## config.mk

```make
export PLATFORM = sky130hd
export DESIGN_NAME = hostlink_port
export DESIGN_NICKNAME = d
export VERILOG_FILES = /design/src/rtl/hostlink_pkg.sv /design/src/rtl/hostlink_d2h.sv /design/src/rtl/hostlink_h2d.sv /design/src/rtl/hostlink_req.sv /design/src/rtl/hostlink_port.sv
export SDC_FILE = /design/constraint.sdc
export NUM_CORES = 1
export LEC_CHECK = 0
export CAP_MARGIN = 20
export CORE_ASPECT_RATIO = 0.6
export CORE_UTILIZATION = 45
export CTS_BUF_LIST = sky130_fd_sc_hd__clkbuf_8
export DETAILED_ROUTE_END_ITERATION = 7
export GPL_ROUTABILITY_DRIVEN = 0
export PLACE_DENSITY = 0.73
export SYNTH_ARGS = -nofsm -noshare
export SYNTH_HDL_FRONTEND = slang
export SYNTH_SLANG_ARGS = --single-unit
```

## constraint.sdc

```tcl
create_clock -name clk -period 4.8 [get_ports clk]
set_input_delay 1.44 -clock clk [delete_from_list [all_inputs] [get_ports clk]]
set_output_delay 1.44 -clock clk [all_outputs]
set_load 0.01 [all_outputs]
```

## src/rtl/hostlink_pkg.sv

```systemverilog
package hostlink_pkg;
  localparam int unsigned OFF_CTRL   = 0;
  localparam int unsigned OFF_STAT   = 2;
  localparam int unsigned OFF_RX_LOW = 7;
  localparam int unsigned STAT_RXF   = 0;
  localparam int unsigned STAT_TXE   = 1;
  localparam int unsigned STAT_REQ   = 7;

  // request level: any enabled flag that is set
  function automatic logic req_level(input logic [1:0] en, input logic [1:0] flags);
    return |(en & flags);
  endfunction
endpackage

```

## src/rtl/hostlink_d2h.sv

```systemverilog
module hostlink_d2h #(
  parameter int DATA_W = 24
) (
  input  logic              clk,
  input  logic              rst,
  input  logic              dsp_wr_ev,
  input  logic [DATA_W-1:0] dsp_wdata,
  input  logic              low_read_ev,
  output logic [DATA_W-1:0] rx_word,
  output logic              rx_full,
  output logic              dsp_tx_empty
);
  logic [DATA_W-1:0] htx_q;
  logic              xfer_ev;

  assign xfer_ev = !dsp_tx_empty && !rx_full;

  always_ff @(posedge clk) begin
    if (rst) begin
      htx_q        <= '0;
      dsp_tx_empty <= 1'b1;
    end else if (dsp_wr_ev) begin
      htx_q        <= dsp_wdata;
      dsp_tx_empty <= 1'b0;
    end else if (xfer_ev) begin
      dsp_tx_empty <= 1'b1;
    end
  end

  always_ff @(posedge clk) begin
    if (rst) begin
      rx_word <= '0;
      rx_full <= 1'b0;
    end else if (xfer_ev) begin
      rx_word <= htx_q;
      rx_full <= 1'b1;
    end else if (low_read_ev) begin
      rx_full <= 1'b0;
    end
  end


  low_read_clears_chk: assert property (@(posedge clk) disable iff (rst)
    (low_read_ev && rx_full) |=> !rx_full);

  xfer_sets_full_chk: assert property (@(posedge clk) disable iff (rst)
    (xfer_ev && !dsp_wr_ev) |=> (rx_full && dsp_tx_empty));

  rx_hold_chk: assert property (@(posedge clk) disable iff (rst)
    (rx_full && !low_read_ev) |=> $stable(rx_word));
endmodule

```

## src/rtl/hostlink_h2d.sv

```systemverilog
module hostlink_h2d #(
  parameter int DATA_W = 24,
  parameter int BYTE_W = 8,
  localparam int NBYTES = DATA_W / BYTE_W
) (
  input  logic              clk,
  input  logic              rst,
  input  logic [NBYTES-1:0] byte_wr_ev,
  input  logic [BYTE_W-1:0] wdata,
  input  logic              dsp_rd_ev,
  output logic [DATA_W-1:0] tx_word,
  output logic              tx_empty
);
  for (genvar i = 0; i < NBYTES; i++) begin : g_byte
    always_ff @(posedge clk) begin
      if (rst)                tx_word[i*BYTE_W +: BYTE_W] <= '0;
      else if (byte_wr_ev[i]) tx_word[i*BYTE_W +: BYTE_W] <= wdata;
    end
  end

  always_ff @(posedge clk) begin
    if (rst)                tx_empty <= 1'b1;
    else if (byte_wr_ev[0]) tx_empty <= 1'b0;
    else if (dsp_rd_ev)     tx_empty <= 1'b1;
  end


  commit_clears_empty_chk: assert property (@(posedge clk) disable iff (rst)
    byte_wr_ev[0] |=> !tx_empty);

  dsp_read_sets_empty_chk: assert property (@(posedge clk) disable iff (rst)
    (dsp_rd_ev && !byte_wr_ev[0]) |=> tx_empty);
endmodule

```

## src/rtl/hostlink_req.sv

```systemverilog
module hostlink_req
  import hostlink_pkg::*;
(
  input  logic       clk,
  input  logic       rst,
  input  logic [1:0] ctrl_en,
  input  logic       rx_full,
  input  logic       tx_empty,
  output logic       req
);
  assign req = req_level(ctrl_en, {tx_empty, rx_full});


  no_req_disabled_chk: assert property (@(posedge clk) disable iff (rst)
    (ctrl_en == 2'b00) |-> !req);

  no_req_no_cause_chk: assert property (@(posedge clk) disable iff (rst)
    (!rx_full && !tx_empty) |-> !req);
endmodule

```

## src/rtl/hostlink_port.sv

```systemverilog
module hostlink_port
  import hostlink_pkg::*;
#(
  parameter int DATA_W  = 24,
  parameter int BYTE_W  = 8,
  parameter int HADDR_W = 3,
  localparam int NBYTES = DATA_W / BYTE_W
) (
  input  logic               clk,
  input  logic               rst,
  input  logic [HADDR_W-1:0] h_addr,
  input  logic               h_wr,
  input  logic               h_rd,
  input  logic [BYTE_W-1:0]  h_wdata,
  output logic [BYTE_W-1:0]  h_rdata,
  output logic               h_req,
  input  logic               d_addr,
  input  logic               d_wr,
  input  logic               d_rd,
  input  logic [DATA_W-1:0]  d_wdata,
  output logic [DATA_W-1:0]  d_rdata
);
  logic [1:0]        ctrl_q;
  logic [NBYTES-1:0] byte_wr_ev;
  logic              low_read_ev, dsp_wr_ev, dsp_rd_ev, ctrl_wr_ev;
  logic [DATA_W-1:0] rx_word, tx_word;
  logic              rx_full, tx_empty, dsp_tx_empty;
  logic [BYTE_W-1:0] stat_byte;

  assign ctrl_wr_ev  = h_wr && (h_addr == HADDR_W'(OFF_CTRL));
  assign low_read_ev = h_rd && (h_addr == HADDR_W'(OFF_RX_LOW));
  assign dsp_wr_ev   = d_wr && d_addr;
  assign dsp_rd_ev   = d_rd && d_addr;

  for (genvar i = 0; i < NBYTES; i++) begin : g_dec
    assign byte_wr_ev[i] = h_wr && (h_addr == HADDR_W'(OFF_RX_LOW - i));
  end

  always_ff @(posedge clk) begin
    if (rst)             ctrl_q <= 2'b00;
    else if (ctrl_wr_ev) ctrl_q <= h_wdata[1:0];
  end

  hostlink_d2h #(.DATA_W(DATA_W)) u_d2h (
    .clk(clk), .rst(rst), .dsp_wr_ev(dsp_wr_ev), .dsp_wdata(d_wdata),
    .low_read_ev(low_read_ev), .rx_word(rx_word), .rx_full(rx_full),
    .dsp_tx_empty(dsp_tx_empty)
  );

  hostlink_h2d #(.DATA_W(DATA_W), .BYTE_W(BYTE_W)) u_h2d (
    .clk(clk), .rst(rst), .byte_wr_ev(byte_wr_ev), .wdata(h_wdata),
    .dsp_rd_ev(dsp_rd_ev), .tx_word(tx_word), .tx_empty(tx_empty)
  );

  hostlink_req u_req (
    .clk(clk), .rst(rst), .ctrl_en(ctrl_q), .rx_full(rx_full),
    .tx_empty(tx_empty), .req(h_req)
  );

  always_comb begin
    stat_byte           = '0;
    stat_byte[STAT_RXF] = rx_full;
    stat_byte[STAT_TXE] = tx_empty;
    stat_byte[STAT_REQ] = h_req;
  end

  always_comb begin
    h_rdata = '0;
    if (h_addr == HADDR_W'(OFF_CTRL)) h_rdata = {{(BYTE_W-2){1'b0}}, ctrl_q};
    if (h_addr == HADDR_W'(OFF_STAT)) h_rdata = stat_byte;
    for (int i = 0; i < NBYTES; i++) begin
      if (h_addr == HADDR_W'(OFF_RX_LOW - i)) h_rdata = rx_word[i*BYTE_W +: BYTE_W];
    end
  end

  assign d_rdata = d_addr ? tx_word : {{(DATA_W-2){1'b0}}, dsp_tx_empty, !tx_empty};


  stat_mirror_chk: assert property (@(posedge clk) disable iff (rst)
    (h_addr == HADDR_W'(OFF_STAT)) |-> (h_rdata[STAT_REQ] == h_req));

  ctrl_write_chk: assert property (@(posedge clk) disable iff (rst)
    ctrl_wr_ev |=> (h_rdata[1:0] == $past(h_wdata[1:0]) || h_addr != HADDR_W'(OFF_CTRL)));
endmodule

```

==> results of run 1 <==
## stage by stage
step           area [um2]  cells  util, %  hold slack [ns]  total power [uW]
2_1_floorplan        3210    407        -            0.431               746
6_report             4190    564     61.6            0.452              1300
3_3_place_gp         3970    547     58.5            0.437               808
3_5_place_dp         3970    547     58.5            0.442               811
4_1_cts              4180    563     61.6            0.451              1310
5_1_grt              4180    563     61.6            0.463              1360
## worst max path at each step
stage | start | to
floorplan | h_addr[0] | h_rdata[2]
global placement | h_addr[0] | h_rdata[0]
detailed placement | h_addr[0] | h_rdata[0]
CTS | h_addr[0] | h_rdata[0]
global route | h_addr[1] | h_rdata[0]
finish | h_addr[1] | h_rdata[0]
## report_power, final
group,switching [uW],internal (uW)
Combinational,67.2,63.7
Clock,238,268
Sequential,9.47,655
## sequential cells by signal (all words and copies together), names as in the netlist
name                cells
u_d2h.htx_q            24
u_d2h.rx_word          24
u_h2d.tx_word          24
ctrl_q                  2
u_d2h.dsp_tx_empty      1
u_d2h.rx_full           1
u_h2d.tx_empty          1
## synth_stat cells, drive strengths merged
| cell type | number | area (um2) |
|---|---|---|
| and4b | 2 | 20.0 |
| o22ai | 1 | 6.26 |
| a21boi | 1 | 7.51 |
| o31ai | 1 | 7.51 |
| mux2i | 6 | 60.1 |
| nand2 | 147 | 552 |
| o21ai | 3 | 15.0 |
| a22oi | 6 | 45.0 |
| a21o | 1 | 7.51 |
| nor2 | 9 | 33.8 |
| o311a | 1 | 10.0 |
| and4 | 1 | 8.76 |
| nand4 | 2 | 18.8 |
| clkbuf | 11 | 42.5 |
| and2 | 23 | 144 |
| nand3 | 2 | 10.0 |
| o21bai | 1 | 7.51 |
| a22o | 1 | 8.76 |
| buf | 19 | 124 |
| nand4b | 2 | 30.0 |
| or2 | 1 | 6.26 |
| nor2b | 2 | 12.5 |
| o21a | 1 | 7.51 |
| dfxtp | 77 | 1540 |
| mux2 | 6 | 67.6 |
| inv | 3 | 11.3 |
| nor4b | 1 | 23.8 |
| a21oi | 74 | 370 |
| nand2b | 2 | 12.5 |
## metal layers
metal,routed length (um),GRT usage [%],up-vias
met5,0,0,-
li1,-,-,1462
met2,3420,31.1,68
met4,68,7.77,0
met1,4140,32.7,1309
met3,466,7.54,7
## kinds of logic after synthesis
| group | after synthesis | share of synthesized area [%] |
|---|---|---|
| AO/OA/AOI/OAI | 91 | 15.3 |
| multiplexers | 12 | 3.97 |
| buffers and inverters | 33 | 5.53 |
| AND/OR/NAND/NOR | 194 | 27.2 |
| flip-flops | 77 | 48.0 |
## layout make-up
cell class,count,share of cell area [%]
clock buffers,11,3.62
repair buffers,83,19.6
multi-input cells,297,35.7
clock inverters,5,1.41
inverters,3,0.269
flip-flops and latches,77,36.8
well taps,87,2.60
diodes,1,0.0598
## timing repair
item                                    in CTS  in global routing
resized for setup                            0                  1
endpoints found under the setup margin       0                  1
hold endpoints to repair                     0                  0
buffers inserted                             0                  0
## worst min-delay path, cell delays in order, from the launching register on
cell	delay, ns
dfxtp_1	0.31
nand2_1	0.05
a21oi_1	0.05
==> results.ini, run 1 <==
[timing]
slew_headroom_pct=39.1
setup_viol=0
slew_violations=0
finalSetupTns_ns=0
rsz0062_at_grt=false
period_needed_ns=4.63
period_share_pct=96.5
clock_skew_ns=0.00986
worst_slack_ns=0.169
worst_pin_slew_ns=0.911
finalHoldViolCount=0
max_freq_ghz=0.216

[die]
core_area_um2=6790
start_util_pct=47.3
fp.dieArea_um2=7490
rows=23
die_w_um=111
die-height_um=67.4
io_pins=75

[route]
viasPerCell=5.05
routed_wl_um=8100
wire_per_inst_um=14.4
antenna_left=0
first_pass_iters=6
vias=2846
drc=8
dr.first_iter.drc_count=211

[placement]
post-place-ws_ns=0.0873
dp_hpwl_um=5800
io_buffers=74

[grt]
track_usage_pct=22.6
grt_start_max_net_pins=47
grt_pass1_wl_um=12600
grt_pass1_vias=2529
grt_overflow_total=0
antenna_found_initial=0

[final_layout]
fin_nets=513
synthToLayoutAreaGrowth_pct=30.3
multi_input_area_um2=1490
final_cell_mix=nand2_1 (147), dfxtp_1 (77), a21oi_1 (74)
final_common_cell=nand2_1
nFillCells=641
drive_gt1_share_pct=7.77
final-seq-area_um2=1540

[power]
vdd_drop_max_uv=187
leakagePower_uw=0.00150
power_density_nw_per_um2=311

[hold_path]
min_path_cells=2
holdPathEnd=u_h2d.tx_word[20]
min_from=u_h2d.tx_word[20]
hold_path.class=register to register

[setup_path]
rrSetupSlack_ns=3.56
arrival_ns=3.19
critPathMaxStageDelay_ns=0.54
crit_path_frequent_cell=clkdlybuf4s50_1
path_delay_family=buffers and inverters
crit_chain=clkdlybuf4s50_1, buf_12, a21boi_0, o22ai_1, o311a_1, clkdlybuf4s50_1
crit_path_top_delay_cell=clkdlybuf4s50_1
worst-path-buf-inv=3
cp.depth=6
critical_path_class=input port to primary output
r2r-start=u_d2h.rx_full
cp-end-kind=primary output
cp-start-kind=input port
rr_worst_depth=3
path_max_fanout=22
crit_required_ns=3.36
r2r-end=u_d2h.rx_word[7]

[yosys]
ys_types=33
synthesis.nets=449
ys_seq_area_share_pct=48.0
postSynthAreaPerCell_um2=7.89
synth_warnings=0
synth_cells=407
syn_area_um2=3210
ys_seq_elements=77

[clock_network]
postCtsHoldBufs=0
cts_buffer_depth=2
h-tree-depth=3
cts_tree=built
clkSinkCount=77
clock_latency_ns=0.36
path_clk_slew_ns=0.07
cts_made_buffers=9
cts-root-buf=clkbuf_8

[outcome]
outcome=finished with violations
failed_checks=DRC

[flow_run]
max_cap_viol_count=0

Note: power is estimated with default switching activity, not from simulation.
==> run 2: changes to the inputs <==
--- a/config.mk
+++ b/config.mk
@@ -6,9 +6,9 @@
 export NUM_CORES = 1
 export LEC_CHECK = 0
 export CAP_MARGIN = 20
-export CORE_ASPECT_RATIO = 0.6
 export CORE_UTILIZATION = 45
-export CTS_BUF_LIST = sky130_fd_sc_hd__clkbuf_8
+export CTS_BUF_LIST = sky130_fd_sc_hd__clkbuf_2
+export CTS_CLUSTER_SIZE = 12
 export DETAILED_ROUTE_END_ITERATION = 7
 export GPL_ROUTABILITY_DRIVEN = 0
 export PLACE_DENSITY = 0.73
==> run 2 against run 1 <==
The run now ends clean. Clock-buffer cell count stayed put. Sequential share of layout area grew 0.88 points. Core utilization down 1.8 points. Register-to-register slack is essentially flat. Clock skew is 0.0042 ns higher. Combinational power hardly changed. Critical path depth is 1 higher. Sequential power about the same. Wire length shrank 8.0%. Worst hold slack gained 0.013 ns. Non-clock buffer count unchanged.
==> results.ini, run 2 (synthesized netlist as in run 1, its figures left out) <==
[outcome]
outcome=complete, no violations  ; was finished with violations

[grt]
antenna_found_initial=0  ; unchanged
track_usage_pct=21.4  ; was 22.6%
grt_overflow_total=0  ; unchanged
grt_pass1_wl_um=12300  ; was 12600 um
grt_start_max_net_pins=53  ; was 47
grt_pass1_vias=2712  ; was 2529

[clock_network]
cts_buffer_depth=2  ; unchanged
path_clk_slew_ns=0.18  ; was 0.07 ns
h-tree-depth=3  ; unchanged
clock_latency_ns=0.49  ; was 0.36 ns
clkSinkCount=77  ; unchanged
cts_resized=0  ; unchanged
cts_made_buffers=9  ; unchanged
cts_tree=built  ; unchanged
cts-root-buf=clkbuf_2  ; was clkbuf_8
postCtsSetupRepairBufs=0  ; unchanged
postCtsHoldBufs=0  ; unchanged

[final_layout]
drive_gt1_share_pct=7.56  ; was 7.77%
final_cell_mix=nand2_1 (147), dfxtp_1 (77), a21oi_1 (74)  ; unchanged
num_antenna_cells=0  ; was 1
synthToLayoutAreaGrowth_pct=27.3  ; was 30.3%
final_common_cell=nand2_1  ; unchanged
reg_top3=u_d2h.htx_q: 24 flops, u_d2h.rx_word: 24 flops, u_h2d.tx_word: 24 flops  ; unchanged
fin_nets=513  ; unchanged

[setup_path]
crit_required_ns=3.36  ; about the same
path_max_fanout=6  ; was 22
cp-end-kind=primary output  ; unchanged
crit_chain=clkdlybuf4s50_1, buf_4, nor2b_1, buf_4, a22oi_1, nor2_1, clkdlybuf4s50_1  ; was clkdlybuf4s50_1, buf_12, a21boi_0, o22ai_1, o311a_1, clkdlybuf4s50_1
critPathMaxStageDelay_ns=0.56  ; was 0.54 ns
arrival_ns=3.11  ; was 3.19 ns
crit_path_top_delay_cell=clkdlybuf4s50_1  ; unchanged
critical_path_class=input port to primary output  ; unchanged
cp-start-kind=input port  ; unchanged

[die]
io_pins=75  ; unchanged
fp.dieArea_um2=7480  ; was 7490 um2
die_w_um=86.5  ; was 111 um
rows=30  ; was 23
die-height_um=86.5  ; was 67.4 um
start_util_pct=47.0  ; was 47.3%
core_area_um2=6830  ; was 6790 um2

[route]
antenna_left=0  ; unchanged
routed_wl_um=7450  ; was 8100 um
viasPerCell=4.98  ; was 5.05
drc=0  ; was 8
wire_per_inst_um=13.0  ; was 14.4 um
vias=2849  ; was 2846
first_pass_iters=4  ; was 6
dr.first_iter.drc_count=113  ; was 211

[timing]
worst_slack_ns=0.249  ; was 0.169 ns
setup_viol=0  ; unchanged
slew_headroom_pct=40.7  ; was 39.1%
rsz0062_at_grt=false  ; unchanged
period_share_pct=94.8  ; was 96.5%
max_freq_ghz=0.220  ; was 0.216 GHz
finalHoldViolCount=0  ; unchanged
finalSetupTns_ns=0  ; unchanged
slew_violations=0  ; unchanged
clock_skew_ns=0.0141  ; was 0.00986 ns
period_needed_ns=4.55  ; was 4.63 ns
worst_pin_slew_ns=0.887  ; was 0.911 ns
worst_hold_slack_ns=0.464  ; was 0.452 ns

[placement]
dp_hpwl_um=5180  ; was 5800 um
io_buffers=74  ; unchanged
post-place-ws_ns=0.243  ; was 0.0873 ns

[power]
vdd_drop_max_uv=214  ; was 187 uV
leakagePower_uw=0.00146  ; was 0.00150 uW
power_density_nw_per_um2=277  ; was 311 nW/um2

[hold_path]
hold_path.class=register to register  ; unchanged

[flow_run]
max_cap_viol_count=0  ; unchanged

-- run 2: where the power goes --
group	internal, uW	switching, uW	leakage, uW	total (uW)
Sequential	657	9.01	0.000625	666
Clock	121	216	0.0000694	337
Combinational	63.6	64.4	0.000765	128
-- run 2: per-layer routing --
metal / routed length (um) / vias to the layer above / GRT usage (%)
met1: 3300 / 1310 / 25.1
met4: 116 / 0 / 8.64
met5: 0 / - / 0
li1: - / 1459 / -
met2: 3640 / 69 / 38.0
met3: 392 / 11 / 4.38
-- run 2: area by class of cell --
type	instances	area, um2
flip-flops and latches	77	1540
clock buffers	11	55.1
clock inverters	5	51.3
fillers	676	2740
repair buffers	83	816
well taps	96	120
multi-input cells	297	1490
inverters	3	11.3
-- run 2: critical path, delay by kind of cell --
family                 cells  cell delay (ns)
AO/OA/AOI/OAI              1             0.08
buffers and inverters      4             1.33
AND/OR/NAND/NOR            2             0.26
-- run 2: path summary, 6_finish.rpt --
kind                                       start                to  slack [ns]  cells past startpoint
worst max-delay path                   h_addr[0]        h_rdata[2]        0.25                      7
worst min-delay path            u_h2d.tx_word[9]  u_h2d.tx_word[9]        0.46                      2
worst max register to register     u_d2h.rx_full  u_d2h.rx_word[4]        3.57                      3
worst min register to register  u_h2d.tx_word[9]  u_h2d.tx_word[9]        0.46                      2
-- run 2: per-stage QoR --
stage / instances / cell area (um2) / utilization, % / power (uW)
2_1_floorplan: 407 / 3210 / - / 746
3_3_place_gp: 556 / 3980 / 58.3 / 806
3_5_place_dp: 556 / 3980 / 58.3 / 808
4_1_cts: 572 / 4090 / 59.8 / 1140
5_1_grt: 572 / 4090 / 59.8 / 1180
6_report: 572 / 4090 / 59.8 / 1130
